`src/rtl/lnbc_pkg.sv`:
```
package lnbc_pkg;

  localparam int unsigned BYTE_W  = 8;
  localparam int unsigned CTL_A_W = 6;
  localparam int unsigned CTL_B_W = 5;
  localparam int unsigned CNT_W   = $clog2(BYTE_W + 1);

  typedef enum logic [2:0] {
    ST_IDLE,
    ST_ADDR,
    ST_AACK,
    ST_WDAT,
    ST_WACK,
    ST_RDAT,
    ST_RACK,
    ST_SKIP
  } i2c_st_e;

  function automatic logic addr_hit(input logic [6:0] a, input logic [4:0] hi,
                                    input logic [1:0] strap);
    return a == {hi, strap};
  endfunction

  function automatic logic [BYTE_W-1:0] image_a(input logic [CTL_A_W-1:0] c,
                                                input logic ovl);
    return {1'b0, c, ovl};
  endfunction

  function automatic logic [BYTE_W-1:0] image_b(input logic [CTL_B_W-1:0] c,
                                                input logic hot, input logic ovl);
    return {1'b1, c, hot, ovl};
  endfunction

endpackage

```
`src/rtl/lnbc_line_filter.sv`:
```
module lnbc_line_filter #(
  parameter int unsigned SYNC_N = 2,
  parameter int unsigned HOLD_N = 3
) (
  input  logic clk_i,
  input  logic rst_ni,
  input  logic raw_i,
  output logic clean_o
);

  logic [SYNC_N-1:0] sync_q;
  logic [HOLD_N-1:0] hist_q;

  always_ff @(posedge clk_i or negedge rst_ni) begin
    if (!rst_ni) begin
      sync_q  <= '1;
      hist_q  <= '1;
      clean_o <= 1'b1;
    end else begin
      sync_q <= {sync_q[SYNC_N-2:0], raw_i};
      hist_q <= {hist_q[HOLD_N-2:0], sync_q[SYNC_N-1]};
      if (&hist_q)       clean_o <= 1'b1;
      else if (~|hist_q) clean_o <= 1'b0;
    end
  end

endmodule

```
`src/rtl/lnbc_regs.sv`:
```
module lnbc_regs
  import lnbc_pkg::*;
(
  input  logic               clk_i,
  input  logic               rst_ni,
  input  logic               wr_stb_i,
  input  logic [BYTE_W-1:0]  wr_data_i,
  input  logic               clr_i,
  output logic [CTL_A_W-1:0] ctl_a_o,
  output logic [CTL_B_W-1:0] ctl_b_o
);

  localparam int unsigned RO_B = BYTE_W - 1 - CTL_B_W;

  always_ff @(posedge clk_i or negedge rst_ni) begin
    if (!rst_ni) begin
      ctl_a_o <= '0;
      ctl_b_o <= '0;
    end else if (clr_i) begin
      ctl_a_o <= '0;
      ctl_b_o <= '0;
    end else if (wr_stb_i) begin
      if (wr_data_i[BYTE_W-1]) ctl_b_o <= wr_data_i[BYTE_W-2:RO_B];
      else                     ctl_a_o <= wr_data_i[BYTE_W-2:1];
    end
  end

endmodule

```
`src/rtl/lnbc_i2c_engine.sv`:
```
module lnbc_i2c_engine
  import lnbc_pkg::*;
#(
  parameter logic [4:0] ADDR_HI = 5'b00010
) (
  input  logic              clk_i,
  input  logic              rst_ni,
  input  logic              scl_f_i,
  input  logic              sda_f_i,
  input  logic [1:0]        strap_i,
  input  logic              pwr_ok_i,
  input  logic [BYTE_W-1:0] img_a_i,
  input  logic [BYTE_W-1:0] img_b_i,
  output logic              sda_pd_o,
  output logic              wr_stb_o,
  output logic [BYTE_W-1:0] wr_data_o,
  output logic              start_ev_o,
  output logic              stop_ev_o,
  output logic              ack_go_o
);

  i2c_st_e           st_q;
  logic [CNT_W-1:0]  cnt_q;
  logic [BYTE_W-1:0] sh_q, tx_q;
  logic              scl_q, sda_q, rd_sel_q, m_ack_q;
  logic              scl_rise, scl_fall, byte_full, addr_ok;

  assign scl_rise   = scl_f_i & ~scl_q;
  assign scl_fall   = ~scl_f_i & scl_q;
  assign start_ev_o = scl_f_i & scl_q & sda_q & ~sda_f_i;
  assign stop_ev_o  = scl_f_i & scl_q & ~sda_q & sda_f_i;
  assign byte_full  = (cnt_q == CNT_W'(BYTE_W));
  assign addr_ok    = addr_hit(sh_q[BYTE_W-1:1], ADDR_HI, strap_i);

  assign ack_go_o = scl_fall & byte_full & pwr_ok_i &
                    ((st_q == ST_ADDR & addr_ok) | (st_q == ST_WDAT));
  assign wr_stb_o  = scl_fall & byte_full & pwr_ok_i & (st_q == ST_WDAT);
  assign wr_data_o = sh_q;

  always_ff @(posedge clk_i or negedge rst_ni) begin
    if (!rst_ni) begin
      st_q     <= ST_IDLE;
      cnt_q    <= '0;
      sh_q     <= '0;
      tx_q     <= '0;
      scl_q    <= 1'b1;
      sda_q    <= 1'b1;
      rd_sel_q <= 1'b0;
      m_ack_q  <= 1'b0;
      sda_pd_o <= 1'b0;
    end else begin
      scl_q <= scl_f_i;
      sda_q <= sda_f_i;
      if (start_ev_o) begin
        st_q     <= ST_ADDR;
        cnt_q    <= '0;
        sda_pd_o <= 1'b0;
      end else if (stop_ev_o) begin
        st_q     <= ST_IDLE;
        sda_pd_o <= 1'b0;
      end else begin
        case (st_q)
          ST_ADDR, ST_WDAT: begin
            if (scl_rise && !byte_full) begin
              sh_q  <= {sh_q[BYTE_W-2:0], sda_f_i};
              cnt_q <= cnt_q + 1'b1;
            end else if (scl_fall && byte_full) begin
              if (ack_go_o) begin
                sda_pd_o <= 1'b1;
                st_q     <= (st_q == ST_ADDR) ? ST_AACK : ST_WACK;
              end else begin
                st_q <= ST_SKIP;
              end
            end
          end
          ST_AACK: begin
            if (scl_fall) begin
              cnt_q <= '0;
              if (sh_q[0]) begin
                tx_q     <= img_a_i;
                sda_pd_o <= ~img_a_i[BYTE_W-1];
                rd_sel_q <= 1'b1;
                st_q     <= ST_RDAT;
              end else begin
                sda_pd_o <= 1'b0;
                st_q     <= ST_WDAT;
              end
            end
          end
          ST_WACK: begin
            if (scl_fall) begin
              sda_pd_o <= 1'b0;
              st_q     <= ST_SKIP;
            end
          end
          ST_RDAT: begin
            if (scl_rise && !byte_full) begin
              cnt_q <= cnt_q + 1'b1;
            end else if (scl_fall) begin
              if (byte_full) begin
                sda_pd_o <= 1'b0;
                st_q     <= ST_RACK;
              end else begin
                tx_q     <= {tx_q[BYTE_W-2:0], 1'b0};
                sda_pd_o <= ~tx_q[BYTE_W-2];
              end
            end
          end
          ST_RACK: begin
            if (scl_rise) begin
              m_ack_q <= ~sda_f_i;
            end else if (scl_fall) begin
              if (m_ack_q) begin
                cnt_q    <= '0;
                tx_q     <= rd_sel_q ? img_b_i : img_a_i;
                sda_pd_o <= rd_sel_q ? ~img_b_i[BYTE_W-1] : ~img_a_i[BYTE_W-1];
                rd_sel_q <= ~rd_sel_q;
                st_q     <= ST_RDAT;
              end else begin
                st_q <= ST_SKIP;
              end
            end
          end
          default: ;
        endcase
      end
    end
  end

endmodule

```
`src/rtl/lnbc_i2c_target.sv`:
```
module lnbc_i2c_target
  import lnbc_pkg::*;
#(
  parameter logic [4:0]  ADDR_HI = 5'b00010,
  parameter int unsigned SYNC_N  = 2,
  parameter int unsigned HOLD_N  = 3
) (
  input  logic               clk_i,
  input  logic               rst_ni,
  input  logic               scl_i,
  input  logic               sda_i,
  input  logic [1:0]         strap_i,
  input  logic               pwr_ok_i,
  input  logic               ovl_a_i,
  input  logic               ovl_b_i,
  input  logic               hot_i,
  input  logic               therm_clr_i,
  output logic               sda_pd_o,
  output logic [CTL_A_W-1:0] ctl_a_o,
  output logic [CTL_B_W-1:0] ctl_b_o
);

  localparam int unsigned N_LINES = 2;

  logic [N_LINES-1:0] raw_lines, clean_lines;
  logic               scl_f, sda_f;
  logic               wr_stb, start_ev, stop_ev, ack_go;
  logic [BYTE_W-1:0]  wr_data, img_a, img_b;

  assign raw_lines = {sda_i, scl_i};

  for (genvar g = 0; g < N_LINES; g++) begin : g_line
    lnbc_line_filter #(.SYNC_N(SYNC_N), .HOLD_N(HOLD_N)) filt_i (
      .clk_i   (clk_i),
      .rst_ni  (rst_ni),
      .raw_i   (raw_lines[g]),
      .clean_o (clean_lines[g])
    );
  end

  assign scl_f = clean_lines[0];
  assign sda_f = clean_lines[1];
  assign img_a = image_a(ctl_a_o, ovl_a_i);
  assign img_b = image_b(ctl_b_o, hot_i, ovl_b_i);

  lnbc_i2c_engine #(.ADDR_HI(ADDR_HI)) eng_i (
    .clk_i      (clk_i),
    .rst_ni     (rst_ni),
    .scl_f_i    (scl_f),
    .sda_f_i    (sda_f),
    .strap_i    (strap_i),
    .pwr_ok_i   (pwr_ok_i),
    .img_a_i    (img_a),
    .img_b_i    (img_b),
    .sda_pd_o   (sda_pd_o),
    .wr_stb_o   (wr_stb),
    .wr_data_o  (wr_data),
    .start_ev_o (start_ev),
    .stop_ev_o  (stop_ev),
    .ack_go_o   (ack_go)
  );

  lnbc_regs regs_i (
    .clk_i     (clk_i),
    .rst_ni    (rst_ni),
    .wr_stb_i  (wr_stb),
    .wr_data_i (wr_data),
    .clr_i     (therm_clr_i),
    .ctl_a_o   (ctl_a_o),
    .ctl_b_o   (ctl_b_o)
  );

endmodule

```
`config.mk`:
```
export PLATFORM = sky130hd
export DESIGN_NAME = lnbc_i2c_target
export DESIGN_NICKNAME = d
export VERILOG_FILES = /design/src/rtl/lnbc_pkg.sv /design/src/rtl/lnbc_line_filter.sv /design/src/rtl/lnbc_regs.sv /design/src/rtl/lnbc_i2c_engine.sv /design/src/rtl/lnbc_i2c_target.sv
export SDC_FILE = /design/constraint.sdc
export NUM_CORES = 1
export LEC_CHECK = 0
export ABC_AREA = 0
export BUFFER_PORTS_ARGS = -buffer_cell sky130_fd_sc_hd__buf_2
export CORE_UTILIZATION = 63
export CTS_CLUSTER_DIAMETER = 40
export DETAILED_ROUTE_END_ITERATION = 16
export GPL_ROUTABILITY_DRIVEN = 1
export GPL_TIMING_DRIVEN = 0
export PLACE_DENSITY_LB_ADDON = 0.08
export REMOVE_ABC_BUFFERS = 1
export SYNTH_ARGS = -nofsm -noshare
export SYNTH_HDL_FRONTEND = slang
export SYNTH_SLANG_ARGS = --single-unit
```
`constraint.sdc`:
```
create_clock -name clk_i -period 4.4 [get_ports clk_i]
set_input_delay 0.44 -clock clk_i [delete_from_list [all_inputs] [get_ports clk_i]]
set_output_delay 0.44 -clock clk_i [all_outputs]
set_load 0.01 [all_outputs]
```
==> flow_summary.toml, run 1 <==
[clock_tree]
cts_resized = 0
insertion_delay_ps = 310
cts_tree = "yes"
clk_path_buf_depth = 2
cts_root_buffer = "clkbuf_8"
numCtsBuffers = 5
clk_pin_slew_ps = 90
cts_setup_buffers = 0
cts_sinks = 50
hold_buffers = 0
htree_levels = 2

[timing]
period_share = 0.500
setup_viol = 0
rsz0062_at_grt = "false"
worst_pin_slew_ps = 1030
finalHoldViolCount = 0
whs_ps = 222
skew_ps = 5.14
finalSetupTns_ps = 0
fin_crit_ps = 2200
maxSlewViolCount = 0
slew_headroom = 0.312
fmax_ghz = 0.454

[setup_path]
reg2regPathDepth = 5
path_class = "register to register"
r2r_start = "eng_i.st_q[2]"
arrival_ps = 2400
required_ps = 4600
crit_chain = "and3b_1 -> nand2b_1 -> o21ai_1 -> and2_1 -> mux2_4"
r2r_slack_ps = 2200
r2r_end = "eng_i.tx_q[0]"
cpMaxStageDelayCell = "dfrtp_1"
cp-end-kind = "register"
cp_top_family = "simple AND/OR/NAND/NOR gates"
cp_slowest_stage_delay_ps = 670
cp_num_buf_inv = 0
cp-start-kind = "register"
cp_max_fo = 18

[logic_synthesis]
synth_top_cell_by_area = "dfrtp_1"
ys_seq_area_frac = 0.532
syn_area_sq_um = 2390
synth_warnings = 0
yosysUniqueCellTypes = 42
syn_inst = 219
synth_area_per_cell_sq_um = 10.9
synth.area.top_cells = "dfrtp_1, dfstp_2, mux2i_1"
synth_seq_cells = 50
yosysTopAreaCellShare = 0.378
ys.flop_type = "dfrtp_1"
synthArstFlopShare = 1.00
synth_edf_count = 0

[job]
maxCapViolations = 0

[floorplan]
start_util = 0.688
die-width_um = 63.5
rows = 21
core_sq_um = 3470
pin_count = 23
die_h_um = 63.5
die_area_sq_um = 4040

[power_and_ir_drop]
combPwrFrac = 0.267
switching_share = 0.372
p_int_mw = 0.826
leakage_nw = 1.18
switchingPower_mw = 0.489
power_frac_clock = 0.214
ir_drop_uv = 350
power-per-cell-area_nw_per_um2 = 505
pwr-share-seq = 0.519

[placed_design]
dp_hpwl_mm = 3.43
io_buffers = 22
gp_congestion = 0.884
placed_cell_area_sq_um = 2510

[worst_hold_path]
holdPathStages = 1
hold_path.class = "primary input to register"
min_to = "g_line[0].filt_i.sync_q[0]"
hp-start = "scl_i"

[finish]
finish.instance_area_sq_um = 2610
multiInputGateArea_sq_um = 1020
fin_nets = 252
register_area_sq_um = 1270
drive_gt1_frac = 0.246
antenna_cells = 0
syn_to_final_growth_pct = 9.23
fillers = 253

[global_route]
antenna_found_initial = 0
grt_usage = 0.269
grt_pass1_wl_mm = 8.36
grt_pass1_vias = 1810
grt_max_degree = 51
grt_remaining_overflow = 0

[drt]
drtIter0Drc = 265
drc_errors = 0
vias = 1750
antenna_left = 0
drt-pass1-iter-count = 5
wl_mm = 4.76
wl_per_cell_um = 16.7
avgViaCountPerCell = 6.12

[status]
status = "finished, final reports clean"
worst max-delay path by stage:
stage,start,endpoint,slack (ps),cells after the start
after global placement,eng_i.st_q[2],eng_i.tx_q[0],2230,5
after global routing,eng_i.st_q[2],eng_i.tx_q[0],2040,5
after floorplan,eng_i.cnt_q[0],eng_i.tx_q[0],2560,7
after CTS,eng_i.st_q[2],eng_i.tx_q[0],2220,5
final,eng_i.st_q[2],eng_i.tx_q[0],2200,5
after detailed placement,eng_i.st_q[2],eng_i.tx_q[0],2220,5
through the flow:
step / worst slack (ps) / total power [mW] / utilization / instances
final: 2200 / 1.32 / 0.751 / 286
after global routing: 2040 / 1.40 / 0.751 / 286
after CTS: 2220 / 1.32 / 0.751 / 286
after detailed placement: 2220 / 1.04 / 0.723 / 278
after global placement: 2230 / 1.01 / 0.723 / 278
after floorplan: 2560 / 0.919 / - / 210
power by group through the flow:
stage,combinational (mW),sequential (mW),clock (mW)
6_report,0.351,0.682,0.282
3_5_place_dp,0.348,0.689,0
3_3_place_gp,0.332,0.680,0
2_1_floorplan,0.273,0.645,0
4_1_cts,0.350,0.679,0.288
5_1_grt,0.395,0.698,0.303
worst reg2reg max path, cell delays in order (launching register included):
cell      delay (ps)
dfrtp_1          670
and3b_1          470
nand2b_1         120
o21ai_1           80
and2_1           410
mux2_4           340
metal layers:
metal | up-vias | track usage | part of all wire | routed length, um
met5 | - | 0 | 0 | 0
met4 | 0 | 0.111 | 0.0099 | 47
met3 | 5 | 0.0543 | 0.046 | 219
met2 | 48 | 0.435 | 0.50 | 2410
met1 | 876 | 0.352 | 0.44 | 2090
li1 | 821 | - | - | -
cell type report:
type	count	area share
clock inverters	3	0.0110
well taps	46	0.0221
repair buffers	22	0.0422
clock buffers	5	0.0264
flip-flops and latches	50	0.487
inverters	14	0.0202
multi-input cells	146	0.391
sequential cells by signal (all words and copies together), names as in the netlist, 2 cells and up:
name / count
eng_i.st_q: 3
g_line.filt_i.sync_q: 4
eng_i.wr_data_o: 8
g_line.filt_i.clean_o: 2
eng_i.tx_q: 7
g_line.filt_i.hist_q: 6
regs_i.ctl_a_o: 6
eng_i.cnt_q: 4
regs_i.ctl_b_o: 5
cell usage in the layout (no fill, tap or decap), types with 4 or more instances in the layout:
master and n:
dfrtp_1 36, buf_2 22, nor2_1 21, mux2i_1 17, a21oi_1 15, inv_1 14, dfstp_2 14, nand2_1 11
mux2_2 9, o21ai_0 9, nand2b_1 7, a22o_1 7, clkbuf_8 5, nand3_1 4, nor2b_1 4, nor3_1 4
kinds of logic after synthesis:
logic type                 share of synthesized area
xor gates and xnor gates                     0.00734
buffers and inverters                         0.0409
adders and majority gates                     0.0105
DFF                                            0.532
and+or+nand+nor                                0.151
AOI/OAI and AO/OA                              0.139
muxes                                          0.120
cells in the mapped netlist, types with 2 or more instances:
master / number
dfrtp_1: 36
nor2_1: 21
mux2i_1: 17
a21oi_1: 15
dfstp_2: 14
inv_1: 14
nand2_1: 11
mux2_2: 9
o21ai_0: 9
a22o_1: 7
nand2b_1: 7
buf_2: 6
nand3_1: 4
nor2b_1: 4
nor3_1: 4
a31oi_1: 3
a32oi_1: 3
and3_1: 3
nand4_1: 3
a211o_1: 2
a41oi_1: 2
and3b_1: 2
clkbuf_1: 2
ha_1: 2
xnor2_1: 2
(Power assumes the default switching activity.)
==> run 2: changes to the inputs <==
--- a/config.mk
+++ b/config.mk
@@ -7,7 +7,7 @@
 export LEC_CHECK = 0
 export ABC_AREA = 0
 export BUFFER_PORTS_ARGS = -buffer_cell sky130_fd_sc_hd__buf_2
-export CORE_UTILIZATION = 63
+export CORE_UTILIZATION = 58
 export CTS_CLUSTER_DIAMETER = 40
 export DETAILED_ROUTE_END_ITERATION = 16
 export GPL_ROUTABILITY_DRIVEN = 1
==> constraint.sdc (replaced) <==
create_clock -name clk_i -period 2.1 [get_ports clk_i]
set_input_delay 0.21 -clock clk_i [delete_from_list [all_inputs] [get_ports clk_i]]
set_output_delay 0.21 -clock clk_i [all_outputs]
set_load 0.01 [all_outputs]
==> flow_summary.toml, run 2 (same netlist as run 1, synthesis figures left out) <==
[timing]
skew_ps = 5.99
fin_crit_ps = 1980
maxSlewViolCount = 0
slew_headroom = 0.292
worst_pin_slew_ps = 1060
setup_viol = 0
rsz0062_at_grt = "false"
finalHoldViolCount = 0
finalSetupTns_ps = 0
period_share = 0.942
final.setup.worst_slack_ps = 122
fmax_ghz = 0.506

[floorplan]
die_area_sq_um = 4370
start_util = 0.628
rows = 22
core_sq_um = 3800
die_h_um = 66.1
pin_count = 23
die-width_um = 66.1

[setup_path]
r2r_slack_ps = 120
required_ps = 2290
cp-start-kind = "register"
cp_slowest_stage_delay_ps = 570
cp_max_fo = 13
cpMaxStageDelayCell = "dfrtp_1"
r2r_end = "eng_i.tx_q[0]"
reg2regPathDepth = 5
path_class = "register to register"
arrival_ps = 2170
cp-end-kind = "register"
r2r_start = "eng_i.st_q[1]"
crit_chain = "nor2b_1 -> and3_1 -> nor2_1 -> a22o_1 -> mux2_4"

[drt]
drt-pass1-iter-count = 4
avgViaCountPerCell = 5.91
wl_mm = 4.63
wl_met3_um = 260
wl_per_cell_um = 15.9
antenna_left = 0
drc_errors = 0
top_layer = "met4"
drtIter0Drc = 161
wl_met1_mm = 2.21
vias = 1727
wl_met2_mm = 2.12

[power_and_ir_drop]
ir_drop_uv = 682
power-per-cell-area_nw_per_um2 = 1050
leakage_nw = 1.20

[global_route]
grt_pass1_wl_mm = 7.89
grt_usage = 0.239
grt_pass1_vias = 1661
grt_max_degree = 51
antenna_found_initial = 0
grt_remaining_overflow = 0

[finish]
fillers = 275
layout_common_cells = "dfrtp_1, buf_2, nor2_1"
syn_to_final_growth_pct = 11.6
antenna_cells = 0
final_common_cell = "dfrtp_1"
fin_nets = 256
drive_gt1_frac = 0.266
largest_register_ffs = 8

[placed_design]
gp_congestion = 0.854
pre_cts_ws_ps = -13.5
io_buffers = 22
dp_hpwl_mm = 3.39

[worst_hold_path]
hold_path.class = "primary input to async pin"

[clock_tree]
insertion_delay_ps = 300
clk_path_buf_depth = 2
numCtsBuffers = 5
clk_pin_slew_ps = 90
cts_root_buffer = "clkbuf_8"
cts_sinks = 50
htree_levels = 2
cts_tree = "yes"

[status]
status = "finished, final reports clean"

[job]
maxCapViolations = 0
## run 2: cell types whose count changed in the layout (fill, tap and decap cells not counted), sizes merged
cell	change
buf	+2
clkinv	-1
dlygate4sd3	+2
inv	-1
bufinv	+1
clkbuf	+1
## run 2: cell type report
type                    count  area, sq um  area share
flip-flops and latches     50         1270       0.477
multi-input cells         146         1030       0.385
repair buffers             26          145      0.0545
clock buffers               6         72.6      0.0273
well taps                  48         60.1      0.0226
inverters                  14         52.6      0.0197
clock inverters             2         36.3      0.0136
## run 2: critical path: cells and delay by family, from the launching register on
kind,cells,cell delay [ps]
flip-flops,1,570
AO/OA/AOI/OAI,1,210
AND/OR/NAND/NOR,3,840
multiplexers,1,250
## run 2: how the worst max path moves through the flow
| stage | from | endpoint |
|---|---|---|
| 2_1_floorplan | eng_i.cnt_q[0] | eng_i.tx_q[0] |
| 3_3_place_gp | eng_i.st_q[2] | eng_i.tx_q[0] |
| 3_5_place_dp | eng_i.st_q[2] | eng_i.tx_q[0] |
| 4_1_cts | eng_i.cnt_q[0] | regs_i.ctl_a_o[2] |
| 5_1_grt | eng_i.st_q[1] | eng_i.tx_q[0] |
| 6_report | eng_i.st_q[1] | eng_i.tx_q[0] |
## run 2: stage by stage
stage	hold WS [ps]	instance area, sq um	std cells	power [mW]	utilization
2_1_floorplan	-85.6	2340	210	1.92	-
3_3_place_gp	316	2510	280	2.11	0.661
3_5_place_dp	318	2510	280	2.15	0.661
4_1_cts	133	2640	290	2.82	0.695
5_1_grt	189	2660	292	2.99	0.701
6_report	83.5	2660	292	2.81	0.701
## run 2: repair_timing
item	4_1_cts	5_1_grt
endpoints found under the hold margin	2	0
pin swaps	0	1
setup endpoints to repair	1	26
resized for setup	1	4
setup buffers	0	2
hold buffers	2	0
## run 2: power by group
| part | leakage, nW | switching (mW) | internal, mW | total, mW |
|---|---|---|---|---|
| Combinational | 0.519 | 0.397 | 0.330 | 0.727 |
| Sequential | 0.621 | 0.255 | 1.16 | 1.42 |
| Clock | 0.0557 | 0.310 | 0.356 | 0.666 |
| Total | 1.20 | 0.962 | 1.85 | 2.81 |
## run 2: metal layers
| metal | track usage | vias up |
|---|---|---|
| met4 | 0.0771 | 0 |
| met5 | 0 | - |
| met2 | 0.358 | 46 |
| met3 | 0.0552 | 5 |
| met1 | 0.343 | 847 |
| li1 | - | 829 |
